$ cat config.mk
export PLATFORM = sky130hd
export DESIGN_NAME = uart_csr_top
export DESIGN_NICKNAME = d
export VERILOG_FILES = /design/src/rtl/uart_csr_pkg.sv /design/src/rtl/uart_csr_decode.sv /design/src/rtl/uart_intr_bank.sv /design/src/rtl/uart_rx_tracker.sv /design/src/rtl/uart_csr_top.sv
export SDC_FILE = /design/constraint.sdc
export NUM_CORES = 1
export LEC_CHECK = 0
export BUFFER_PORTS_ARGS = -buffer_cell sky130_fd_sc_hd__buf_2
export CAP_MARGIN = 20
export CORE_UTILIZATION = 55
export CTS_BUF_LIST = sky130_fd_sc_hd__clkbuf_16
export DETAILED_ROUTE_END_ITERATION = 8
export PLACE_DENSITY_LB_ADDON = 0.12
export SYNTH_ARGS = -nofsm -noshare
export SYNTH_HDL_FRONTEND = slang
export SYNTH_SLANG_ARGS = --single-unit
$ cat constraint.sdc
create_clock -name clk -period 5.8 [get_ports clk]
set_input_delay 1.45 -clock clk [delete_from_list [all_inputs] [get_ports clk]]
set_output_delay 1.45 -clock clk [all_outputs]
set_load 0.01 [all_outputs]
$ cat src/rtl/uart_csr_pkg.sv
package uart_csr_pkg;

  localparam int unsigned DATA_W    = 32;
  localparam int unsigned NUM_IRQ   = 4;
  localparam int unsigned NUM_SLOTS = 10;

  // Word slots of the register map (byte offset = slot * 4)
  localparam int unsigned SLOT_ISTATE = 0;
  localparam int unsigned SLOT_IEN    = 1;
  localparam int unsigned SLOT_ITEST  = 2;
  localparam int unsigned SLOT_CTRL   = 4;
  localparam int unsigned SLOT_STATUS = 5;
  localparam int unsigned SLOT_RDATA  = 6;
  localparam int unsigned SLOT_WDATA  = 7;
  localparam int unsigned SLOT_FCTRL  = 8;
  localparam int unsigned SLOT_FSTAT  = 9;

  // Slot 3 is a hole in the map
  localparam logic [NUM_SLOTS-1:0] SLOT_MAPPED = 10'b11_1111_0111;

  // Interrupt bit positions
  localparam int unsigned IRQ_TXWM  = 0;
  localparam int unsigned IRQ_RXWM  = 1;
  localparam int unsigned IRQ_TXEMP = 2;
  localparam int unsigned IRQ_RXOVF = 3;

  localparam int unsigned CTRL_RX_EN_BIT = 1;
  localparam int unsigned FSTAT_RX_POS   = 16;

endpackage

$ cat src/rtl/uart_csr_decode.sv
module uart_csr_decode
  import uart_csr_pkg::*;
#(
  parameter int unsigned ADDR_W = 10
) (
  input  logic                 bus_valid,
  input  logic [ADDR_W-1:0]    bus_addr,
  output logic [NUM_SLOTS-1:0] sel_o
);
  localparam int unsigned IDX_W = ADDR_W - 2;

  logic aligned;
  assign aligned = (bus_addr[1:0] == 2'b00);

  for (genvar g = 0; g < NUM_SLOTS; g++) begin : g_slot
    if (SLOT_MAPPED[g]) begin : g_map
      assign sel_o[g] = bus_valid && aligned &&
                        (bus_addr[ADDR_W-1:2] == IDX_W'(g));
    end else begin : g_hole
      assign sel_o[g] = 1'b0;
    end
  end
endmodule

$ cat src/rtl/uart_intr_bank.sv
module uart_intr_bank #(
  parameter int unsigned N = 4
) (
  input  logic         clk,
  input  logic         rst,
  input  logic [N-1:0] wdata,
  input  logic         clr_we,
  input  logic         set_we,
  input  logic         en_we,
  input  logic [N-1:0] ev,
  output logic [N-1:0] state_o,
  output logic [N-1:0] enable_o,
  output logic [N-1:0] irq_o
);
  for (genvar i = 0; i < N; i++) begin : g_bit
    logic st_q, en_q, irq_q, st_nx, en_nx;

    // events and test writes win over a clearing write
    assign st_nx = (st_q & ~(clr_we & wdata[i])) | (set_we & wdata[i]) | ev[i];
    assign en_nx = en_we ? wdata[i] : en_q;

    always_ff @(posedge clk) begin
      if (rst) begin
        st_q  <= 1'b0;
        en_q  <= 1'b0;
        irq_q <= 1'b0;
      end else begin
        st_q  <= st_nx;
        en_q  <= en_nx;
        irq_q <= st_nx & en_nx;
      end
    end

    assign state_o[i]  = st_q;
    assign enable_o[i] = en_q;
    assign irq_o[i]    = irq_q;
  end
endmodule

$ cat src/rtl/uart_rx_tracker.sv
module uart_rx_tracker #(
  parameter int unsigned LVL_W = 5
) (
  input  logic             clk,
  input  logic             rst,
  input  logic             rx_en,
  input  logic             byte_valid,
  input  logic [7:0]       byte_in,
  input  logic             rd_pop,
  output logic             rx_ready,
  output logic             rx_full,
  output logic             rx_idle,
  output logic             rx_empty,
  output logic [LVL_W-1:0] level,
  output logic [7:0]       byte_q
);
  logic             full_q, idle_q, empty_q;
  logic [LVL_W-1:0] lvl_q, lvl_nx;
  logic             accept, pop;

  assign accept = byte_valid & rx_en & ~full_q;
  assign pop    = rd_pop & rx_en & (lvl_q != '0);
  assign lvl_nx = lvl_q + LVL_W'(accept) - LVL_W'(pop);

  always_ff @(posedge clk) begin
    if (rst) begin
      full_q  <= 1'b0;
      idle_q  <= 1'b1;
      empty_q <= 1'b1;
      lvl_q   <= '0;
      byte_q  <= '0;
    end else begin
      lvl_q <= lvl_nx;
      if (accept) begin
        byte_q  <= byte_in;
        full_q  <= 1'b1;
        idle_q  <= 1'b0;
        empty_q <= 1'b0;
      end else if (pop) begin
        full_q <= 1'b0;
        if (lvl_nx == '0) begin
          idle_q  <= 1'b1;
          empty_q <= 1'b1;
        end
      end
    end
  end

  assign rx_ready = rx_en & ~full_q;
  assign rx_full  = full_q;
  assign rx_idle  = idle_q;
  assign rx_empty = empty_q;
  assign level    = lvl_q;
endmodule

$ cat src/rtl/uart_csr_top.sv
module uart_csr_top
  import uart_csr_pkg::*;
#(
  parameter int unsigned ADDR_W = 10,
  parameter int unsigned LVL_W  = 5
) (
  input  logic              clk,
  input  logic              rst,
  input  logic              bus_valid,
  input  logic              bus_write,
  input  logic [ADDR_W-1:0] bus_addr,
  input  logic [31:0]       bus_wdata,
  output logic [31:0]       bus_rdata,
  input  logic              ev_tx_watermark,
  input  logic              ev_rx_watermark,
  input  logic              ev_tx_empty,
  input  logic              ev_rx_overflow,
  input  logic              rx_byte_valid,
  input  logic [7:0]        rx_byte,
  output logic              rx_ready,
  input  logic              tx_fifo_full,
  input  logic              tx_fifo_empty,
  input  logic [LVL_W-1:0]  tx_fifo_level,
  output logic              tx_push,
  output logic [7:0]        tx_push_data,
  output logic [31:0]       ctrl_value,
  output logic [31:0]       fifo_ctrl_value,
  output logic              irq_tx_watermark,
  output logic              irq_rx_watermark,
  output logic              irq_tx_empty,
  output logic              irq_rx_overflow
);
  logic [NUM_SLOTS-1:0] sel;
  logic                 wr, rd;
  logic [NUM_IRQ-1:0]   ev_vec, intr_state, intr_enable, irq_vec;
  logic                 rx_full, rx_idle, rx_empty;
  logic [LVL_W-1:0]     rx_level;
  logic [7:0]           rx_data;

  logic [31:0] ctrl_q, fctrl_q, rdata_q;
  logic        tx_full_q, tx_empty_q, push_q;
  logic [7:0]  push_data_q;

  assign wr = bus_valid & bus_write;
  assign rd = bus_valid & ~bus_write;

  uart_csr_decode #(.ADDR_W(ADDR_W)) i_decode (
    .bus_valid (bus_valid),
    .bus_addr  (bus_addr),
    .sel_o     (sel)
  );

  assign ev_vec[IRQ_TXWM]  = ev_tx_watermark;
  assign ev_vec[IRQ_RXWM]  = ev_rx_watermark;
  assign ev_vec[IRQ_TXEMP] = ev_tx_empty;
  assign ev_vec[IRQ_RXOVF] = ev_rx_overflow;

  uart_intr_bank #(.N(NUM_IRQ)) i_intr (
    .clk      (clk),
    .rst      (rst),
    .wdata    (bus_wdata[NUM_IRQ-1:0]),
    .clr_we   (wr & sel[SLOT_ISTATE]),
    .set_we   (wr & sel[SLOT_ITEST]),
    .en_we    (wr & sel[SLOT_IEN]),
    .ev       (ev_vec),
    .state_o  (intr_state),
    .enable_o (intr_enable),
    .irq_o    (irq_vec)
  );

  assign irq_tx_watermark = irq_vec[IRQ_TXWM];
  assign irq_rx_watermark = irq_vec[IRQ_RXWM];
  assign irq_tx_empty     = irq_vec[IRQ_TXEMP];
  assign irq_rx_overflow  = irq_vec[IRQ_RXOVF];

  uart_rx_tracker #(.LVL_W(LVL_W)) i_rx (
    .clk        (clk),
    .rst        (rst),
    .rx_en      (ctrl_q[CTRL_RX_EN_BIT]),
    .byte_valid (rx_byte_valid),
    .byte_in    (rx_byte),
    .rd_pop     (rd & sel[SLOT_RDATA]),
    .rx_ready   (rx_ready),
    .rx_full    (rx_full),
    .rx_idle    (rx_idle),
    .rx_empty   (rx_empty),
    .level      (rx_level),
    .byte_q     (rx_data)
  );

  // Read words of every slot; unmapped and write-only slots read as zero
  logic [31:0] rd_val [NUM_SLOTS];
  logic [31:0] status_w, fstat_w, rd_mux;

  assign status_w = {26'd0, rx_empty, rx_idle, 1'b1, tx_empty_q, rx_full, tx_full_q};

  always_comb begin
    fstat_w = '0;
    fstat_w[LVL_W-1:0]             = tx_fifo_level;
    fstat_w[FSTAT_RX_POS +: LVL_W] = rx_level;
  end

  assign rd_val[SLOT_ISTATE] = {{(DATA_W-NUM_IRQ){1'b0}}, intr_state};
  assign rd_val[SLOT_IEN]    = {{(DATA_W-NUM_IRQ){1'b0}}, intr_enable};
  assign rd_val[SLOT_ITEST]  = '0;
  assign rd_val[3]           = '0;
  assign rd_val[SLOT_CTRL]   = ctrl_q;
  assign rd_val[SLOT_STATUS] = status_w;
  assign rd_val[SLOT_RDATA]  = {24'd0, rx_data};
  assign rd_val[SLOT_WDATA]  = '0;
  assign rd_val[SLOT_FCTRL]  = fctrl_q;
  assign rd_val[SLOT_FSTAT]  = fstat_w;

  always_comb begin
    rd_mux = '0;
    for (int i = 0; i < NUM_SLOTS; i++) begin
      if (sel[i]) rd_mux = rd_mux | rd_val[i];
    end
  end

  always_ff @(posedge clk) begin
    if (rst) begin
      ctrl_q      <= '0;
      fctrl_q     <= '0;
      rdata_q     <= '0;
      tx_full_q   <= 1'b0;
      tx_empty_q  <= 1'b1;
      push_q      <= 1'b0;
      push_data_q <= '0;
    end else begin
      tx_full_q  <= tx_fifo_full;
      tx_empty_q <= tx_fifo_empty;
      push_q     <= wr & sel[SLOT_WDATA];
      if (wr & sel[SLOT_WDATA]) push_data_q <= bus_wdata[7:0];
      if (wr & sel[SLOT_CTRL])  ctrl_q      <= bus_wdata;
      if (wr & sel[SLOT_FCTRL]) fctrl_q     <= bus_wdata;
      if (rd)                   rdata_q     <= rd_mux;
    end
  end

  assign bus_rdata       = rdata_q;
  assign tx_push         = push_q;
  assign tx_push_data    = push_data_q;
  assign ctrl_value      = ctrl_q;
  assign fifo_ctrl_value = fctrl_q;
endmodule

==> summary.md, run 1 <==
* run status: completed
* worst slack, placed: 1.27 ns
* hold buffer count at CTS: 0
* clock network fraction of total power: 48.6%
* critical path capture point type: flop
* Power Internal: 1.60 mW
* clock transition at the register clock pins on the worst setup and hold paths after CTS: 0.05 ns
* Die W: 104 um
* leading cell type in the layout, fill and taps excluded: sky130_fd_sc_hd__buf_2
* maximum buffer depth of the clock tree: 2
* static power due to leakage: 3.08 nW
* worst reg2reg endpoint: i_rx.rx_idle$_SDFFE_PP1P_
* FFs w/ async S/R, synth: 0%
* data required time at the worst endpoint: 6.12 ns
* Final Setup Violations: 0
* Min-Delay Path Depth: 2
* cell type with the highest aggregate area in the netlist: sky130_fd_sc_hd__dfxtp_1
* Worst Slack Setup Final: 1.68 ns
* post-DR vias/cell: 5.77
* CP cell instances: buf_2, or3b_1, nor2_1, and3_1, ha_1, inv_1, ha_1, inv_1, fa_1, xnor2_1, nor4b_1, nand4_1, o31ai_1
* DRC violation total after the first TritonRoute iteration: 355
* largest net degree at the start of global routing: 91
* gpl congestion: 0.861
* share of post-route cells with drive strength above 1: 29.4%
* number of nets with antenna violations after detailed routing: 0
* # Post-CTS Setup Buffers: 0
* quantity of I/O buffers inserted on ports: 175
* critical path type: primary input to flop
* highest-count cells in the layout ignoring fill and taps: sky130_fd_sc_hd__buf_2 (174), sky130_fd_sc_hd__nand2_1 (146), sky130_fd_sc_hd__dfxtp_1 (134), sky130_fd_sc_hd__a21oi_1 (77), sky130_fd_sc_hd__nor2_1 (41)
* worst flop-to-flop path startpoint: i_rx.level[2]$_SDFF_PP0_
* largest driver fanout on the critical path: 13
* min Tclk post-route: 4.12 ns
* final max-slew violation count: 0
* Fmax: 0.243 GHz
* post-synthesis sequential element count: 134
* power density over the cells: 289 mW/mm^2
* register share of total power: 45.6%
* crit path buf inv count: 3
* Worst Reg-to-Reg Cells: 14
* TritonRoute pass-1 iters: 5
* number of maximum-capacitance constraint violations: 0
* data arrival time of the critical path: 4.44 ns
* post-cts repair resize count: 0
* slowest stage delay, CP: 0.68 ns
* max-slew headroom at the worst pin: 26.7%
* overall via count from detail_route: 5579
* Layout area overhead: 24.0%
* combinational power share: 5.9%
* initial core utilization: 57.9%
* sum of overflow across all layers after global routing: 0
* count of flip-flops with a built-in enable after synthesis: 0
* number of global-route vias before repair: 5288
* final period utilization: 71.0%
* sum of routed wire length over all layers: 16300 um
* Yosys top cell area share: 46.6%
* antenna diode count: 0
* cell count after synthesis: 671
* num rows: 36
* slew at the pin closest to its max-slew limit: 1.09 ns
* # nets final: 895
* most area-consuming cells after synthesis: sky130_fd_sc_hd__dfxtp_1 (47%), sky130_fd_sc_hd__nand2_1 (9.5%), sky130_fd_sc_hd__a21oi_1 (6.7%)
* post-synthesis instance area: 0.00576 mm^2
* CTS sink cnt: 134
* maximum clock skew at final layout: 0.00838 ns
* critical path launch point type: primary input
* Final Hold Viols: 0
* routed wirelength normalized by instance count: 16.9 um
* post-detailed-route DRC marker count: 0
* DIE HEIGHT: 104 um
* dpl hpwl: 11000 um
* TritonCTS clock tree: built
* area of the placeable core: 0.00995 mm^2
* TritonCTS buffer count: 17
* Total Die Area: 0.0109 mm^2
* Total GRT Usage: 30.3%
* Synthesized Nets: 744
* kind of cell with the highest combined delay on the critical path: simple AND/OR/NAND/NOR gates
* setup repair after global routing missed its margin: no
* synthesized area per cell: 8.59 um^2
* hold path endpoint: i_rx.byte_q[0]$_SDFFE_PP0P_
* deepest level of the CTS H-tree: 4
* Switching Share: 22.6%
* IR drop worst, VDD: 0.198 mV
* antenna violations before repair: 0
* Netlist cell types: 56
* later-pin clock latency in the skew report: 0.42 ns
* type of the worst min-delay path: flop to flop
* clock root buffer master: sky130_fd_sc_hd__clkbuf_16
* net switching power: 0.466 mW
* reg-to-reg setup timing slack: 2.36 ns
* most common flop cell mapped by yosys: sky130_fd_sc_hd__dfxtp_1
* wire length of the first global-routing pass: 26200 um
* total of warnings raised by yosys: 0
* number of I/O pins: 176
* Final TNS setup: 0 ns
* sequential cell area fraction in the yosys report: 46.6%
* highest-delay cell along the critical path: sky130_fd_sc_hd__or3b_1
* beginning of the worst hold path: i_rx.byte_q[0]$_SDFFE_PP0P_
==> layer usage <==
layer	part of all wire, %	global-route usage [%]	routed length (um)	vias up
met5	0	0	0	-
met4	1.2	9.59	201	0
met3	6.7	6.89	1100	20
met2	49	50.8	8010	226
met1	43	38.4	7030	2706
li1	-	-	-	2627
==> cells by family (layout without fill, tap and decap cells) <==
logic type | count (synthesis) | count (layout) | synth area share, %
simple gates | 284 | 284 | 24.0
buf+inv | 64 | 227 | 5.73
flops | 134 | 134 | 46.6
compound gates | 153 | 153 | 17.2
xor+xnor | 4 | 4 | 0.608
mux | 25 | 25 | 4.34
fa+ha+maj | 7 | 7 | 1.65
==> per-stage QoR <==
step	instance area (um^2)	cells	total power, mW	utilization, %	hold WS, ns
after floorplan	5760	671	1.03	-	0.432
after global placement	6600	936	1.08	66.3	0.436
after detailed placement	6600	936	1.08	66.3	0.445
after CTS	7150	967	2.07	71.8	0.453
after global routing	7150	967	2.12	71.8	0.469
final	7150	967	2.06	71.8	0.456
==> synthesized netlist by cell type, types with 4 or more instances <==
cell type and number:
sky130_fd_sc_hd__nor2_1 41, sky130_fd_sc_hd__a21oi_1 77, sky130_fd_sc_hd__nand2_2 7, sky130_fd_sc_hd__clkbuf_1 31
sky130_fd_sc_hd__a211oi_1 5, sky130_fd_sc_hd__a21oi_2 13, sky130_fd_sc_hd__a221oi_1 19, sky130_fd_sc_hd__nor2b_1 10
sky130_fd_sc_hd__nor4b_1 4, sky130_fd_sc_hd__nor3_1 25, sky130_fd_sc_hd__a311oi_1 4, sky130_fd_sc_hd__dfxtp_1 134
sky130_fd_sc_hd__a31oi_1 5, sky130_fd_sc_hd__inv_1 11, sky130_fd_sc_hd__nand4_1 4, sky130_fd_sc_hd__ha_1 6
sky130_fd_sc_hd__nand2_1 146, sky130_fd_sc_hd__nand2b_1 12, sky130_fd_sc_hd__a22oi_1 8, sky130_fd_sc_hd__o21ai_0 7
sky130_fd_sc_hd__mux2i_1 25, sky130_fd_sc_hd__a21boi_0 4, sky130_fd_sc_hd__nor4_1 7, sky130_fd_sc_hd__buf_6 10
sky130_fd_sc_hd__buf_2 6
==> final cells by class <==
cell class / count / area (um^2)
fill: 808 / 2810
tap: 133 / 166
clock inverter: 14 / 123
multi-input combinational: 473 / 2760
timing repair buffer: 184 / 946
clock buffer: 17 / 425
inverter: 12 / 45.0
sequential: 134 / 2680
==> sequential cells by signal (all words and copies together) (netlist names) <==
name and cells:
bus_rdata 32, ctrl_value 32, fifo_ctrl_value 32, i_rx.byte_q 8
tx_push_data 8, i_rx.level 5, i_intr.g_bit.en_q 4, i_intr.g_bit.irq_q 4
i_intr.g_bit.st_q 4, i_rx.rx_full 1, i_rx.rx_idle 1, tx_empty_q 1
tx_full_q 1, tx_push 1
==> worst reg2reg max path, stage by stage, from the launching register on <==
cell                      delay (ns)
sky130_fd_sc_hd__dfxtp_1        0.33
sky130_fd_sc_hd__inv_1          0.10
sky130_fd_sc_hd__ha_1           0.14
sky130_fd_sc_hd__or4b_2         0.60
sky130_fd_sc_hd__and3_1         0.22
sky130_fd_sc_hd__and3_1         0.19
sky130_fd_sc_hd__ha_1           0.26
sky130_fd_sc_hd__inv_1          0.06
sky130_fd_sc_hd__ha_1           0.16
sky130_fd_sc_hd__inv_1          0.06
sky130_fd_sc_hd__fa_1           0.43
sky130_fd_sc_hd__xnor2_1        0.18
sky130_fd_sc_hd__nor4b_1        0.27
sky130_fd_sc_hd__nand4_1        0.13
sky130_fd_sc_hd__o31ai_1        0.23
==> power by group through the flow <==
stage | Combinational [mW] | Sequential (mW) | Clock (mW)
global placement | 0.117 | 0.959 | 0
finish | 0.121 | 0.939 | 1.00
CTS | 0.121 | 0.939 | 1.01
detailed placement | 0.120 | 0.959 | 0
global route | 0.131 | 0.940 | 1.05
floorplan | 0.0633 | 0.963 | 0
==> worst max-delay path by stage <==
| stage | depth (start not counted) | end | slack [ns] | from |
|---|---|---|---|---|
| 2_1_floorplan | 13 | i_rx.rx_idle$_SDFFE_PP1P_ | 1.71 | bus_addr[9] |
| 6_report | 13 | i_rx.rx_idle$_SDFFE_PP1P_ | 1.68 | bus_addr[7] |
| 4_1_cts | 13 | i_rx.rx_idle$_SDFFE_PP1P_ | 1.68 | bus_addr[7] |
| 5_1_grt | 13 | i_rx.rx_idle$_SDFFE_PP1P_ | 1.46 | bus_valid |
| 3_3_place_gp | 13 | i_rx.rx_idle$_SDFFE_PP1P_ | 1.47 | bus_addr[7] |
| 3_5_place_dp | 13 | i_rx.rx_idle$_SDFFE_PP1P_ | 1.27 | bus_addr[7] |
(Power assumes the default switching activity.)
==> inputs of run 2 (changes only) <==
--- a/config.mk
+++ b/config.mk
@@ -7,7 +7,7 @@
 export LEC_CHECK = 0
 export BUFFER_PORTS_ARGS = -buffer_cell sky130_fd_sc_hd__buf_2
 export CAP_MARGIN = 20
-export CORE_UTILIZATION = 55
+export CORE_UTILIZATION = 51
 export CTS_BUF_LIST = sky130_fd_sc_hd__clkbuf_16
 export DETAILED_ROUTE_END_ITERATION = 8
 export PLACE_DENSITY_LB_ADDON = 0.12
==> constraint.sdc (replaced) <==
create_clock -name clk -period 4.1 [get_ports clk]
set_input_delay 1.025 -clock clk [delete_from_list [all_inputs] [get_ports clk]]
set_output_delay 1.025 -clock clk [all_outputs]
set_load 0.01 [all_outputs]
==> run 2 against run 1 <==
Combinational power rose by 45%. Cell area rose by 1.7%. Core utilization shrank 5.4 points. Worst setup slack lost 1.1 ns. Die area increased by 7.7%. Non-clock buffer count up 8. Via count shrank 2.5%. Final cell count is 1.7% higher. Count of clock-buffer cells in the layout stayed put. Total power increased by 46%. Largest power group unchanged.
==> summary.md, run 2 (synthesis results as in run 1) <==
* num rows: 38
* CTS sink cnt: 134
* reg-to-reg setup timing slack: 0.67 ns
* min Tclk post-route: 3.53 ns
* TritonRoute pass-1 iters: 5
* overall via count from detail_route: 5437
* Total GRT Usage: 28.0%
* later-pin clock latency in the skew report: 0.41 ns
* critical path type: primary input to flop
* Final Setup Violations: 0
* first element of the critical path: bus_addr[9]
* sum of routed wire length over all layers: 16100 um
* run status: completed
* # Post-CTS Setup Buffers: 0
* Post-Layout Cell Count: 983
* clock transition at the register clock pins on the worst setup and hold paths after CTS: 0.06 ns
* beginning of the worst hold path: bus_rdata[4]$_SDFFE_PP0N_
* number of I/O pins: 176
* area of the placeable core: 0.0109 mm^2
* dpl hpwl: 10900 um
* # nets final: 903
* post-DR vias/cell: 5.53
* slowest stage delay, CP: 0.52 ns
* highest-count cells in the layout ignoring fill and taps: sky130_fd_sc_hd__buf_2 (174), sky130_fd_sc_hd__nand2_1 (146), sky130_fd_sc_hd__dfxtp_1 (134), sky130_fd_sc_hd__a21oi_1 (77), sky130_fd_sc_hd__nor2_1 (41)
* power density over the cells: 414 mW/mm^2
* clock root buffer master: sky130_fd_sc_hd__clkbuf_16
* final core utilization: 66.4%
* slew at the pin closest to its max-slew limit: 0.792 ns
* Final Hold Viols: 0
* TritonCTS clock tree: built
* TritonCTS buffer count: 17
* quantity of I/O buffers inserted on ports: 175
* Layout area overhead: 26.1%
* data arrival time of the critical path: 3.86 ns
* deepest level of the CTS H-tree: 4
* Worst Reg-to-Reg Cells: 14
* worst reg2reg endpoint: i_rx.rx_idle$_SDFFE_PP1P_
* leading cell type in the layout, fill and taps excluded: sky130_fd_sc_hd__buf_2
* post-detailed-route DRC marker count: 0
* Final TNS setup: 0 ns
* gpl congestion: 0.863
* largest net degree at the start of global routing: 71
* final period utilization: 86.2%
* Worst Slack Setup Final: 0.566 ns
* maximum buffer depth of the clock tree: 2
* final max-slew violation count: 0
* sum of overflow across all layers after global routing: 0
* CP cell instances: buf_2, or4_4, nor2_1, and3_1, ha_1, inv_1, ha_1, inv_1, fa_1, xnor2_1, nor4b_1, nand4_1, o31ai_1
* Design Area, Final: 0.00726 mm^2
* routed wirelength normalized by instance count: 16.3 um
* Inst Count DP: 951
* antenna diode count: 0
* initial core utilization: 52.7%
* Min-Delay Path Depth: 2
* static power due to leakage: 3.12 nW
* number of maximum-capacitance constraint violations: 0
* dpl cell area: 0.00668 mm^2
* wire length of the first global-routing pass: 25200 um
* Fmax: 0.283 GHz
* hold path endpoint: bus_rdata[4]$_SDFFE_PP0N_
* data required time at the worst endpoint: 4.42 ns
* hold buffer count at CTS: 0
* worst flop-to-flop path startpoint: i_rx.level[3]$_SDFF_PP0_
* critical path capture point type: flop
* setup repair after global routing missed its margin: no
* Total Die Area: 0.0117 mm^2
* critical path launch point type: primary input
* maximum clock skew at final layout: 0.00526 ns
* number of nets with antenna violations after detailed routing: 0
* antenna violations before repair: 0
* Hold WS: 0.455 ns
* Die W: 108 um
* post-cts repair resize count: 0
* max-slew headroom at the worst pin: 47.2%
* type of the worst min-delay path: flop to flop
* DIE HEIGHT: 108 um
* number of global-route vias before repair: 5110
* worst slack, placed: 0.216 ns
* highest-delay cell along the critical path: sky130_fd_sc_hd__or4_4
* largest driver fanout on the critical path: 3
* total chip power: 3.01 mW
* share of post-route cells with drive strength above 1: 30.2%
* fill cell total of the finished layout: 931
* IR drop worst, VDD: 0.245 mV
* DRC violation total after the first TritonRoute iteration: 367
## run 2: cell types whose count changed in the layout (fill, tap and decap cells not counted)
cell,previous run,this run
sky130_fd_sc_hd__buf_4,10,17
sky130_fd_sc_hd__inv_1,15,11
sky130_fd_sc_hd__clkinv_1,2,5
sky130_fd_sc_hd__inv_6,0,2
sky130_fd_sc_hd__buf_12,0,1
sky130_fd_sc_hd__bufinv_16,2,3
sky130_fd_sc_hd__clkinv_2,4,3
sky130_fd_sc_hd__clkinv_4,1,0
sky130_fd_sc_hd__clkinvlp_4,2,3
## run 2: final cells by class
type | count | area (um^2) | area share, %
clock buffer | 17 | 425 | 5.86
clock inverter | 15 | 160 | 2.20
inverter | 12 | 45.0 | 0.620
multi-input combinational | 473 | 2760 | 38.0
sequential | 134 | 2680 | 36.9
tap | 140 | 175 | 2.41
timing repair buffer | 192 | 1020 | 14.0
## run 2: metal layers
layer  GRT usage [%]  up-vias  routed length, um
met4            9.65        0                238
met3            5.36       21               1080
met5               0        -                  0
li1                -     2643                  -
met2            46.4      240               7710
met1            36.4     2533               7030
## run 2: how the worst max path moves through the flow
stage                                      endpoint  slack (ns)  depth (start not counted)
after floorplan           i_rx.rx_idle$_SDFFE_PP1P_        0.43                         13
after global placement    i_rx.rx_idle$_SDFFE_PP1P_        0.31                         13
after detailed placement  i_rx.rx_idle$_SDFFE_PP1P_        0.22                         13
after CTS                 i_rx.rx_idle$_SDFFE_PP1P_        0.62                         13
after global routing      i_rx.rx_idle$_SDFFE_PP1P_        0.41                         13
final                     i_rx.rx_idle$_SDFFE_PP1P_        0.57                         13
## run 2: worst max-delay path: cells and delay by family
| kind | cells | cell delay [ns] |
|---|---|---|
| AO/OA/AOI/OAI | 1 | 0.21 |
| XOR/XNOR | 1 | 0.16 |
| adder cells (fa/ha/maj) | 3 | 0.81 |
| buffers and inverters | 3 | 0.22 |
| AND/OR/NAND/NOR | 5 | 1.42 |
## run 2: report_power, final
| group | switching (mW) | internal [mW] |
|---|---|---|
| registers | 0.00765 | 1.32 |
| clock network | 0.562 | 0.947 |
| logic | 0.107 | 0.0677 |
| total | 0.677 | 2.33 |
